<file path="src/rtl/lamp_seq_pkg.sv">
// Package: shared widths, types and the pattern table for the lamp sequencer.
// Assumes every pattern has the same number of steps and that step 0 is all-off.
package lamp_seq_pkg;

    localparam int MODE_W    = 2;
    localparam int LAMP_W    = 3;
    localparam int NUM_MODES = 1 << MODE_W;
    localparam int STEPS     = 4;
    localparam int STEP_W    = $clog2(STEPS);

    typedef logic [MODE_W-1:0] mode_t;
    typedef logic [LAMP_W-1:0] lamp_t;

    localparam lamp_t LAMPS_OFF = '0;

    // Lamp word of pattern step idx in mode m; step 0 is always all-off.
    function automatic lamp_t pattern_step(input int m, input int idx);
        lamp_t r;
        r = LAMPS_OFF;
        case (m)
            0: case (idx)
                   1: r = 3'b100;
                   2: r = 3'b010;
                   3: r = 3'b001;
                   default: r = LAMPS_OFF;
               endcase
            1: case (idx)
                   1: r = 3'b001;
                   2: r = 3'b010;
                   3: r = 3'b100;
                   default: r = LAMPS_OFF;
               endcase
            2: case (idx)
                   1: r = 3'b100;
                   2: r = 3'b110;
                   3: r = 3'b111;
                   default: r = LAMPS_OFF;
               endcase
            3: case (idx)
                   1: r = 3'b001;
                   2: r = 3'b011;
                   3: r = 3'b111;
                   default: r = LAMPS_OFF;
               endcase
            default: r = LAMPS_OFF;
        endcase
        return r;
    endfunction

endpackage

</file>
<file path="src/rtl/lamp_seq_match.sv">
// Module: per-mode step matcher. Compares the present state against each step
// of one mode's pattern and returns the following step, or all-off when the
// state is not a step of this pattern (minimum-risk default).
// Assumes the steps of one pattern are distinct, so at most one compare hits.
module lamp_seq_match
    import lamp_seq_pkg::*;
#(
    parameter int MODE_ID = 0
) (
    input  lamp_t cur_state,
    output lamp_t succ_state,
    output logic  on_path
);

    localparam int LAST_STEP = STEPS - 1;

    logic  [STEPS-1:0] step_hit;
    lamp_t             step_succ [STEPS];

    for (genvar k = 0; k < STEPS; k++) begin : g_step
        localparam lamp_t HERE = pattern_step(MODE_ID, k);
        localparam lamp_t NEXT = pattern_step(MODE_ID, (k == LAST_STEP) ? 0 : k + 1);
        // Compare against one step and gate its successor.
        always_comb begin
            step_hit[k]  = (cur_state == HERE);
            step_succ[k] = step_hit[k] ? NEXT : LAMPS_OFF;
        end
    end

    // Merge successor candidates; an unmatched state yields all-off.
    always_comb begin
        succ_state = LAMPS_OFF;
        for (int k = 0; k < STEPS; k++) begin
            succ_state = succ_state | step_succ[k];
        end
        on_path = |step_hit;
    end

endmodule

</file>
<file path="src/rtl/lamp_seq_next.sv">
// Module: next-state logic. One matcher per mode, selected by the mode input.
// Assumes the mode input is stable around the clock edge (synchronous).
module lamp_seq_next
    import lamp_seq_pkg::*;
(
    input  mode_t mode_sel,
    input  lamp_t cur_state,
    output lamp_t next_state,
    output logic  in_pattern
);

    lamp_t       cand   [NUM_MODES];
    logic [NUM_MODES-1:0] on_path;

    for (genvar m = 0; m < NUM_MODES; m++) begin : g_mode
        lamp_seq_match #(.MODE_ID(m)) match_i (
            .cur_state (cur_state),
            .succ_state(cand[m]),
            .on_path   (on_path[m])
        );
    end

    // Pick the successor of the selected mode.
    always_comb begin
        next_state = cand[mode_sel];
        in_pattern = on_path[mode_sel];
    end

endmodule

</file>
<file path="src/rtl/lamp_seq_state.sv">
// Module: state register whose bits are the lamp drive (Moore outputs).
// Assumes synchronous active-low reset.
module lamp_seq_state
    import lamp_seq_pkg::*;
(
    input  logic  clk,
    input  logic  rst_n,
    input  lamp_t d_state,
    output lamp_t q_state
);

    // Capture the next state or clear on reset.
    always_ff @(posedge clk) begin
        if (!rst_n) q_state <= LAMPS_OFF;
        else        q_state <= d_state;
    end

    // the unused code always exits to all-off.
    a_r7_unused_exits: assert property (@(posedge clk) disable iff (!rst_n)
        (q_state == 3'b101) |=> (q_state == LAMPS_OFF));

    // the full-on state always exits to all-off.
    a_r8_full_exits: assert property (@(posedge clk) disable iff (!rst_n)
        (q_state == 3'b111) |=> (q_state == LAMPS_OFF));

endmodule

</file>
<file path="src/rtl/lamp_seq_top.sv">
// Module: four-mode lamp pattern sequencer, Moore machine whose state is the
// lamp word. Off-pattern states fall back to all-off on the next clock.
// Assumes mode is synchronous to clk; lamp drivers sit outside.
module lamp_seq_top
    import lamp_seq_pkg::*;
(
    input  logic             clk,
    input  logic             rst_n,
    input  logic [MODE_W-1:0] mode,
    output logic [LAMP_W-1:0] lamps
);

    lamp_t state_q;
    lamp_t state_d;
    logic  in_pattern;

    lamp_seq_next next_i (
        .mode_sel  (mode),
        .cur_state (state_q),
        .next_state(state_d),
        .in_pattern(in_pattern)
    );

    lamp_seq_state state_i (
        .clk    (clk),
        .rst_n  (rst_n),
        .d_state(state_d),
        .q_state(state_q)
    );

    // Drive the lamps straight from the state bits.
    always_comb lamps = state_q;

    // a reset edge leaves all lamps off.
    a_r1_reset_clears: assert property (@(posedge clk)
        !rst_n |=> (lamps == LAMPS_OFF));

    // an off-pattern state for the present mode falls to all-off.
    a_r7_off_pattern: assert property (@(posedge clk) disable iff (!rst_n)
        !in_pattern |=> (lamps == LAMPS_OFF));

    // single-lamp modes never keep more than one lamp lit.
    a_r7_multi_in_single: assert property (@(posedge clk) disable iff (!rst_n)
        (!mode[1] && ($countones(lamps) > 1)) |=> (lamps == LAMPS_OFF));

    // from all-off, even modes light the left lamp first.
    a_r3_left_first: assert property (@(posedge clk) disable iff (!rst_n)
        ((lamps == LAMPS_OFF) && !mode[0]) |=> (lamps == 3'b100));

    // from all-off, odd modes light the right lamp first.
    a_r4_right_first: assert property (@(posedge clk) disable iff (!rst_n)
        ((lamps == LAMPS_OFF) && mode[0]) |=> (lamps == 3'b001));

endmodule

</file>
<file path="config.mk">
export PLATFORM = sky130hd
export DESIGN_NAME = lamp_seq_top
export DESIGN_NICKNAME = d
export VERILOG_FILES = /design/src/rtl/lamp_seq_pkg.sv /design/src/rtl/lamp_seq_match.sv /design/src/rtl/lamp_seq_next.sv /design/src/rtl/lamp_seq_state.sv /design/src/rtl/lamp_seq_top.sv
export SDC_FILE = /design/constraint.sdc
export NUM_CORES = 1
export LEC_CHECK = 0
export BUFFER_PORTS_ARGS = -buffer_cell sky130_fd_sc_hd__buf_2
export CAP_MARGIN = 20
export CORE_AREA = 2 2 39 41
export DETAILED_ROUTE_END_ITERATION = 16
export DIE_AREA = 0 0 41 43
export HOLD_SLACK_MARGIN = 0.02
export PLACE_DENSITY = 0.41
export SLEW_MARGIN = 20
export SYNTH_ARGS = -nofsm -noshare
export SYNTH_HDL_FRONTEND = slang
export SYNTH_SLANG_ARGS = --single-unit
</file>
<file path="constraint.sdc">
create_clock -name clk -period 1.4 [get_ports clk]
set_input_delay 0.07 -clock clk [delete_from_list [all_inputs] [get_ports clk]]
set_output_delay 0.07 -clock clk [all_outputs]
set_load 0.01 [all_outputs]
</file>
* After elaboration in Yosys (flattened, before gate mapping)
Index checks and enable logic that the tools add are counted.
** Storage, ports and cells
- Output and inout bits :: 3
- Word-level logic and storage cells :: 30
- Register bits :: 3
- Latch bits :: 0
- Input port bits :: 4
- Memories :: 0
- Bits in writable memories :: 0
- ROM bits :: 0
** Operators by class
- Divide/modulo/power cells :: 0
- Multiply operators :: 0
- Reductions and logical operators :: 1
- Eq/ne operators :: 5
- Mux-type cells :: 13
- Magnitude comparators :: 1
- Add/sub/neg operators :: 0
- Bitwise logic cells :: 9
- Shift operators :: 0
** Operator list (count)
- 3-bit two-way mux :: 7
- 3-bit OR :: 4
- 3-bit binary-select mux with 2-bit select :: 1
- 3-bit by 2-bit == test with 1-bit output (second input constant) :: 2
- 3-bit == test (second input constant) :: 2
- 2-bit two-way mux :: 3
- 3-bit by 2-bit OR with 3-bit output :: 2
- 3-bit by 1-bit == test with 1-bit output (second input constant) :: 1
- 3-bit >= comparator (second input constant) :: 1
- 3-bit zero test :: 1
- 2-bit NOT with 3-bit output :: 1
- 3-bit by 1-bit OR with 3-bit output :: 1
- 1-bit two-way mux :: 2
- 1-bit by 2-bit OR with 2-bit output :: 1

* Logic depth before layout (Yosys ltp)
- Depth after elaboration :: 7
- Gate-level depth with buffers :: 4
- Gate-level depth less buffers :: 3

* Modules after synthesis
Synthesis repeated with hierarchy kept, for this count alone.
** Unflattened totals
- Cells, all modules :: 32
- Area total of the unflattened synthesis :: 324.1 um^2
** By module, submodules not included
- lamp_seq_next :: instances 1, seq. area each 0.0 um^2, area each 105.1 um^2, cells each 4
- lamp_seq_state :: instances 1, seq. area each 60.1 um^2, area each 78.8 um^2, cells each 6
- lamp_seq_match (next_i.g_mode[2].match_i ...) :: instances 2, seq. area each 0.0 um^2, area each 37.5 um^2, cells each 6
- lamp_seq_match (next_i.g_mode[0].match_i ...) :: instances 2, seq. area each 0.0 um^2, area each 32.5 um^2, cells each 5

* Least setup slack after synthesis
OpenSTA, ideal clock, no wires.
- Path kind :: register to register
- Start :: reg state_i.q_state[2]
- End :: reg state_i.q_state[0]
- Required time :: 1280 ps
- Slack :: 327 ps
- Library setup time :: 120 ps
- Stages on the path, launching flop included :: 4
- Data arrival time :: 953 ps
- Path buffers :: 1
- Clock period less this slack :: 1073 ps
- Cells stage by stage :: dfxtp_1 buf_6 and4b_1 o31a_1
** Between the ends
- Cells in the longest elaborated chain, start to end :: 7
- Elaborated cells on any way between the ends :: 19
- Classes of those cells :: eq/ne: 4; mux: 8; bitwise: 6; reduce/logical: 1
** RTL lines
- start, declared :: line lamp_seq_state.sv:9 : output lamp_t q_state
- start signal, assigned :: line lamp_seq_state.sv:15 : else q_state <= d_state;
- 3-bit by 1-bit == test with 1-bit output or 3-bit zero test (tied branches)
- 2-bit two-way mux or 1-bit two-way mux (tied branches) :: line lamp_seq_match.sv:26 : step_succ[k] = step_hit[k] ? NEXT : LAMPS_OFF;
- 3-bit by 2-bit OR with 3-bit output or 1-bit by 2-bit OR with 2-bit output (tied branches) :: line lamp_seq_match.sv:34 : succ_state = succ_state | step_succ[k];
- 3-bit OR :: line lamp_seq_match.sv:34
- 3-bit binary-select mux with 2-bit select * :: line lamp_seq_next.sv:25 : next_state = cand[mode_sel];
- 3-bit two-way mux (implied by the code) * (2 in series) :: line lamp_seq_next.sv:25
Every way passes the cells marked *; elsewhere a longest branch is shown, timed or not. The select of a mux whose other input is x is not followed.
A chain may end at the register's enable or synchronous reset.

* Worst setup path after layout
Ends and elaborated chain as after synthesis.

==> PnR_summary.wiki <==
{| class="wikitable"
! Metric !! Value
|-
| Status || completed
|-
| Max Clk Rate || 926 MHz
|-
| Number of levels the H-tree was split into || 1
|-
| Syn avg cell area || 8.64 µm²
|-
| Maximum net fanout on the critical path || 9
|-
| Insertion delay of the later-clocked pin in the worst-skew pair || roughly 230 ps
|-
| Post-DRT Antenna Nets || 0
|-
| # setup viols final || 0
|-
| Cell Rows || 14
|-
| Max-cap violations || 0
|-
| Crit path setup slack, layout || 321 ps
|-
| Leakage power total || 0.102 nW
|-
| Global-route usage over all layers || 5.51%
|-
| Post-synth design cell area || 190 µm²
|-
| Root Driver || clkbuf_4
|-
| Power Density || ~1200 nW/µm²
|-
| DIE WIDTH || 41 µm
|-
| Cell type group with the largest total delay on the critical path || flip-flops
|-
| Count of different cell masters after synthesis || 17
|-
| Worst Path Arrival || 1200 ps
|-
| Post-CTS Resized || 0
|-
| Fill cell instance count of the final layout || 161
|-
| Final core area utilization || 18.1%
|-
| Type of the worst setup path || reg -> reg
|-
| Final period demand of the worst path || ~1100 ps
|-
| Register with the highest flop count || state_i.q_state
|-
| Leading registers by flop count || state_i.q_state x3
|-
| Clock-pin transition on the worst setup and hold timing paths || around 40 ps
|-
| Pre-CTS setup slack || between 300 and 400 ps
|-
| Cell with the largest stage delay on the worst path || dfxtp_1
|-
| Largest stage delay on the critical path || roughly 450 ps
|-
| TritonCTS clock tree || built
|-
| Maximum number of pins on one net before global-route repair || 10
|-
| Count of vias placed by the detailed router || 199
|-
| Iter 0 DRT Violations || 3
|-
| Crit Reg-Reg Endpoint || state_i.q_state[0]$_SDFF_PN0_
|-
| Unrepaired setup endpoints after global routing || false
|-
| Number of sinks driven by the clock tree || 3
|-
| Number of buffers added by the clock tree synthesis step || 3
|-
| I/O pins || 7
|-
| Storage element area || 60.1 µm²
|-
| Clock skew after layout || about 8 ps
|-
| Bufs and invs on worst path || 0
|-
| Via density per instance || 4.33
|-
| Worst VDD drop || slightly below 300 µV
|-
| Final Cycle Share || 77.1%
|-
| Die span in y || 43 µm
|-
| Via count of the first global-routing pass || 147
|-
| Synthesized instance count || 22
|-
| Port bufs || 6
|-
| Longest Clk Path Bufs || 2
|-
| Critical Path End Type || flip-flop
|-
| Buffers inserted by post-CTS timing repair || 0
|-
| Area of the multi-input gates || 106 µm²
|-
| Kind of path behind the tightest hold check || in -> reg
|-
| Worst setup slack for register-to-register paths || around 320 ps
|-
| First-pass GRT wire length || 614 µm
|-
| Overflow left after global routing || 0
|-
| Proportion of synthesized chip area in sequential cells || 31.6%
|-
| Ant diodes || 0
|-
| Pins Over Slew Limit || 0
|-
| Synth warnings || 0
|-
| Cell type with the largest total area after synthesis || dfxtp_1
|-
| Max FFs per register || 3
|-
| Required time at the endpoint of the critical path || approximately 1500 ps
|-
| Final hold slack || 93.4 ps
|-
| Effective utilization at floorplan || between 10% and 20%
|-
| Launching element type of the critical path || flip-flop
|-
| Detailed-placement wirelength estimate || 285 µm
|-
| Router iterations before antenna repair || 4
|-
| Core outline area || 1380 µm²
|-
| Launch instance of the worst min-delay path || rst_n
|-
| Cell chain of the critical path || and4b_1 -> o31a_1
|-
| Share of cells above drive strength 1 || ~30%
|-
| Setup TNS after final layout || 0 ps
|-
| Dominant cells by area after synthesis || dfxtp_1 (32%), nor4_1 (6.6%), buf_6 (5.9%), and4b_1 (5.3%), o21ai_0 (5.3%)
|-
| Cts-stage hold buffer count || 0
|-
| Total count of hold-check failures in the final report || 0
|-
| Relative slew slack || 82.4%
|-
| Final weighted congestion of routability-driven global placement || 0.518
|-
| Number of antenna violations at the first check in global routing || 0
|-
| Synth Net Count || 26
|-
| Number of synthesized register bits || 3
|-
| Area Growth Syn to Fin || 31.6%
|-
| Die area || between 1500 and 2000 µm²
|-
| Pwr Total || 0.306 mW
|-
| Worst hold endpoint || state_i.q_state[0]$_SDFF_PN0_
|-
| Final net count || 35
|-
| Routed wire length per instance || 8.98 µm
|-
| DRC violation count after routing || 0
|-
| Total Routed Length || 413 µm
|-
| Depth of the worst hold-timing path || 2
|-
| Actual slew at the worst max-slew pin || roughly 260 ps
|-
| Launch point of the worst reg-to-reg path || state_i.q_state[2]$_SDFF_PN0_
|-
| Fraction of post-synthesis cell area in the top cell type by area || a little under a third
|-
| Cells on worst reg2reg path || 2
|}
-- where the power goes --
group | total [mW] | internal [mW] | switching (mW)
clock | 0.148 | 0.107 | 0.0418
sequential | 0.108 | 0.0938 | 0.0143
combinational | 0.0498 | 0.0260 | 0.0238
-- cell type report --
| class | instances | share of cell area, % |
|---|---|---|
| Inverter | 2 | 3.00 |
| Multi-Input combinational cell | 15 | 42.5 |
| Clock buffer | 4 | 10.5 |
| Tap cell | 16 | 8.00 |
| Timing Repair Buffer | 6 | 12.0 |
| Sequential cell | 3 | 24.0 |
-- cells by family after synthesis --
family	synth area share [%]
and+or+nand+nor	27.0
AOI/OAI and AO/OA	19.7
DFF	31.6
buffers and inverters	12.5
xor gates and xnor gates	9.21
-- worst max-delay path by stage --
| stage | from | endpoint | cells after the start |
|---|---|---|---|
| floorplan | state_i.q_state[2]$_SDFF_PN0_ | state_i.q_state[0]$_SDFF_PN0_ | 3 |
| global placement | state_i.q_state[2]$_SDFF_PN0_ | state_i.q_state[0]$_SDFF_PN0_ | 2 |
| detailed placement | state_i.q_state[2]$_SDFF_PN0_ | state_i.q_state[0]$_SDFF_PN0_ | 2 |
| CTS | state_i.q_state[2]$_SDFF_PN0_ | state_i.q_state[0]$_SDFF_PN0_ | 2 |
| global route | state_i.q_state[2]$_SDFF_PN0_ | state_i.q_state[0]$_SDFF_PN0_ | 2 |
| finish | state_i.q_state[2]$_SDFF_PN0_ | state_i.q_state[0]$_SDFF_PN0_ | 2 |
-- per-layer routing --
layer	GRT usage (%)	wire length (µm)	up-vias
li1	-	-	97
met1	6.39	172	88
met2	6.25	173	14
met3	4.71	66	0
met4	4.00	0	0
met5	0	0	-
-- cells in the mapped netlist --
cell and n:
buf_6 1, and4b_1 1, xnor2_1 1, o31a_1 1, inv_1 2, nor3b_1 1
nor4b_1 1, xor2_1 1, a31oi_1 1, dfxtp_1 3, nand4b_1 1, a21boi_1 1
a21oi_1 1, nor4_1 2, nor2_1 1, o21ai_0 2, clkbuf_2 1
-- metrics by stage --
step           instances  area, µm²
2_1_floorplan         22        190
3_3_place_gp          42        224
3_5_place_dp          42        224
4_1_cts               46        250
5_1_grt               46        250
6_report              46        250
-- cells in the final DEF (no fill, tap or decap) --
cell type	n
nand4b_1	1
and4b_1	1
o21ai_0	2
o31a_1	1
clkbuf_4	3
a31oi_1	1
nor3b_1	1
nor4_1	2
a21boi_1	1
xor2_1	1
buf_2	6
inv_1	2
a21oi_1	1
nor2_1	1
dfxtp_1	3
xnor2_1	1
clkbuf_1	1
nor4b_1	1
No activity file was read; power rests on OpenSTA's default activity.
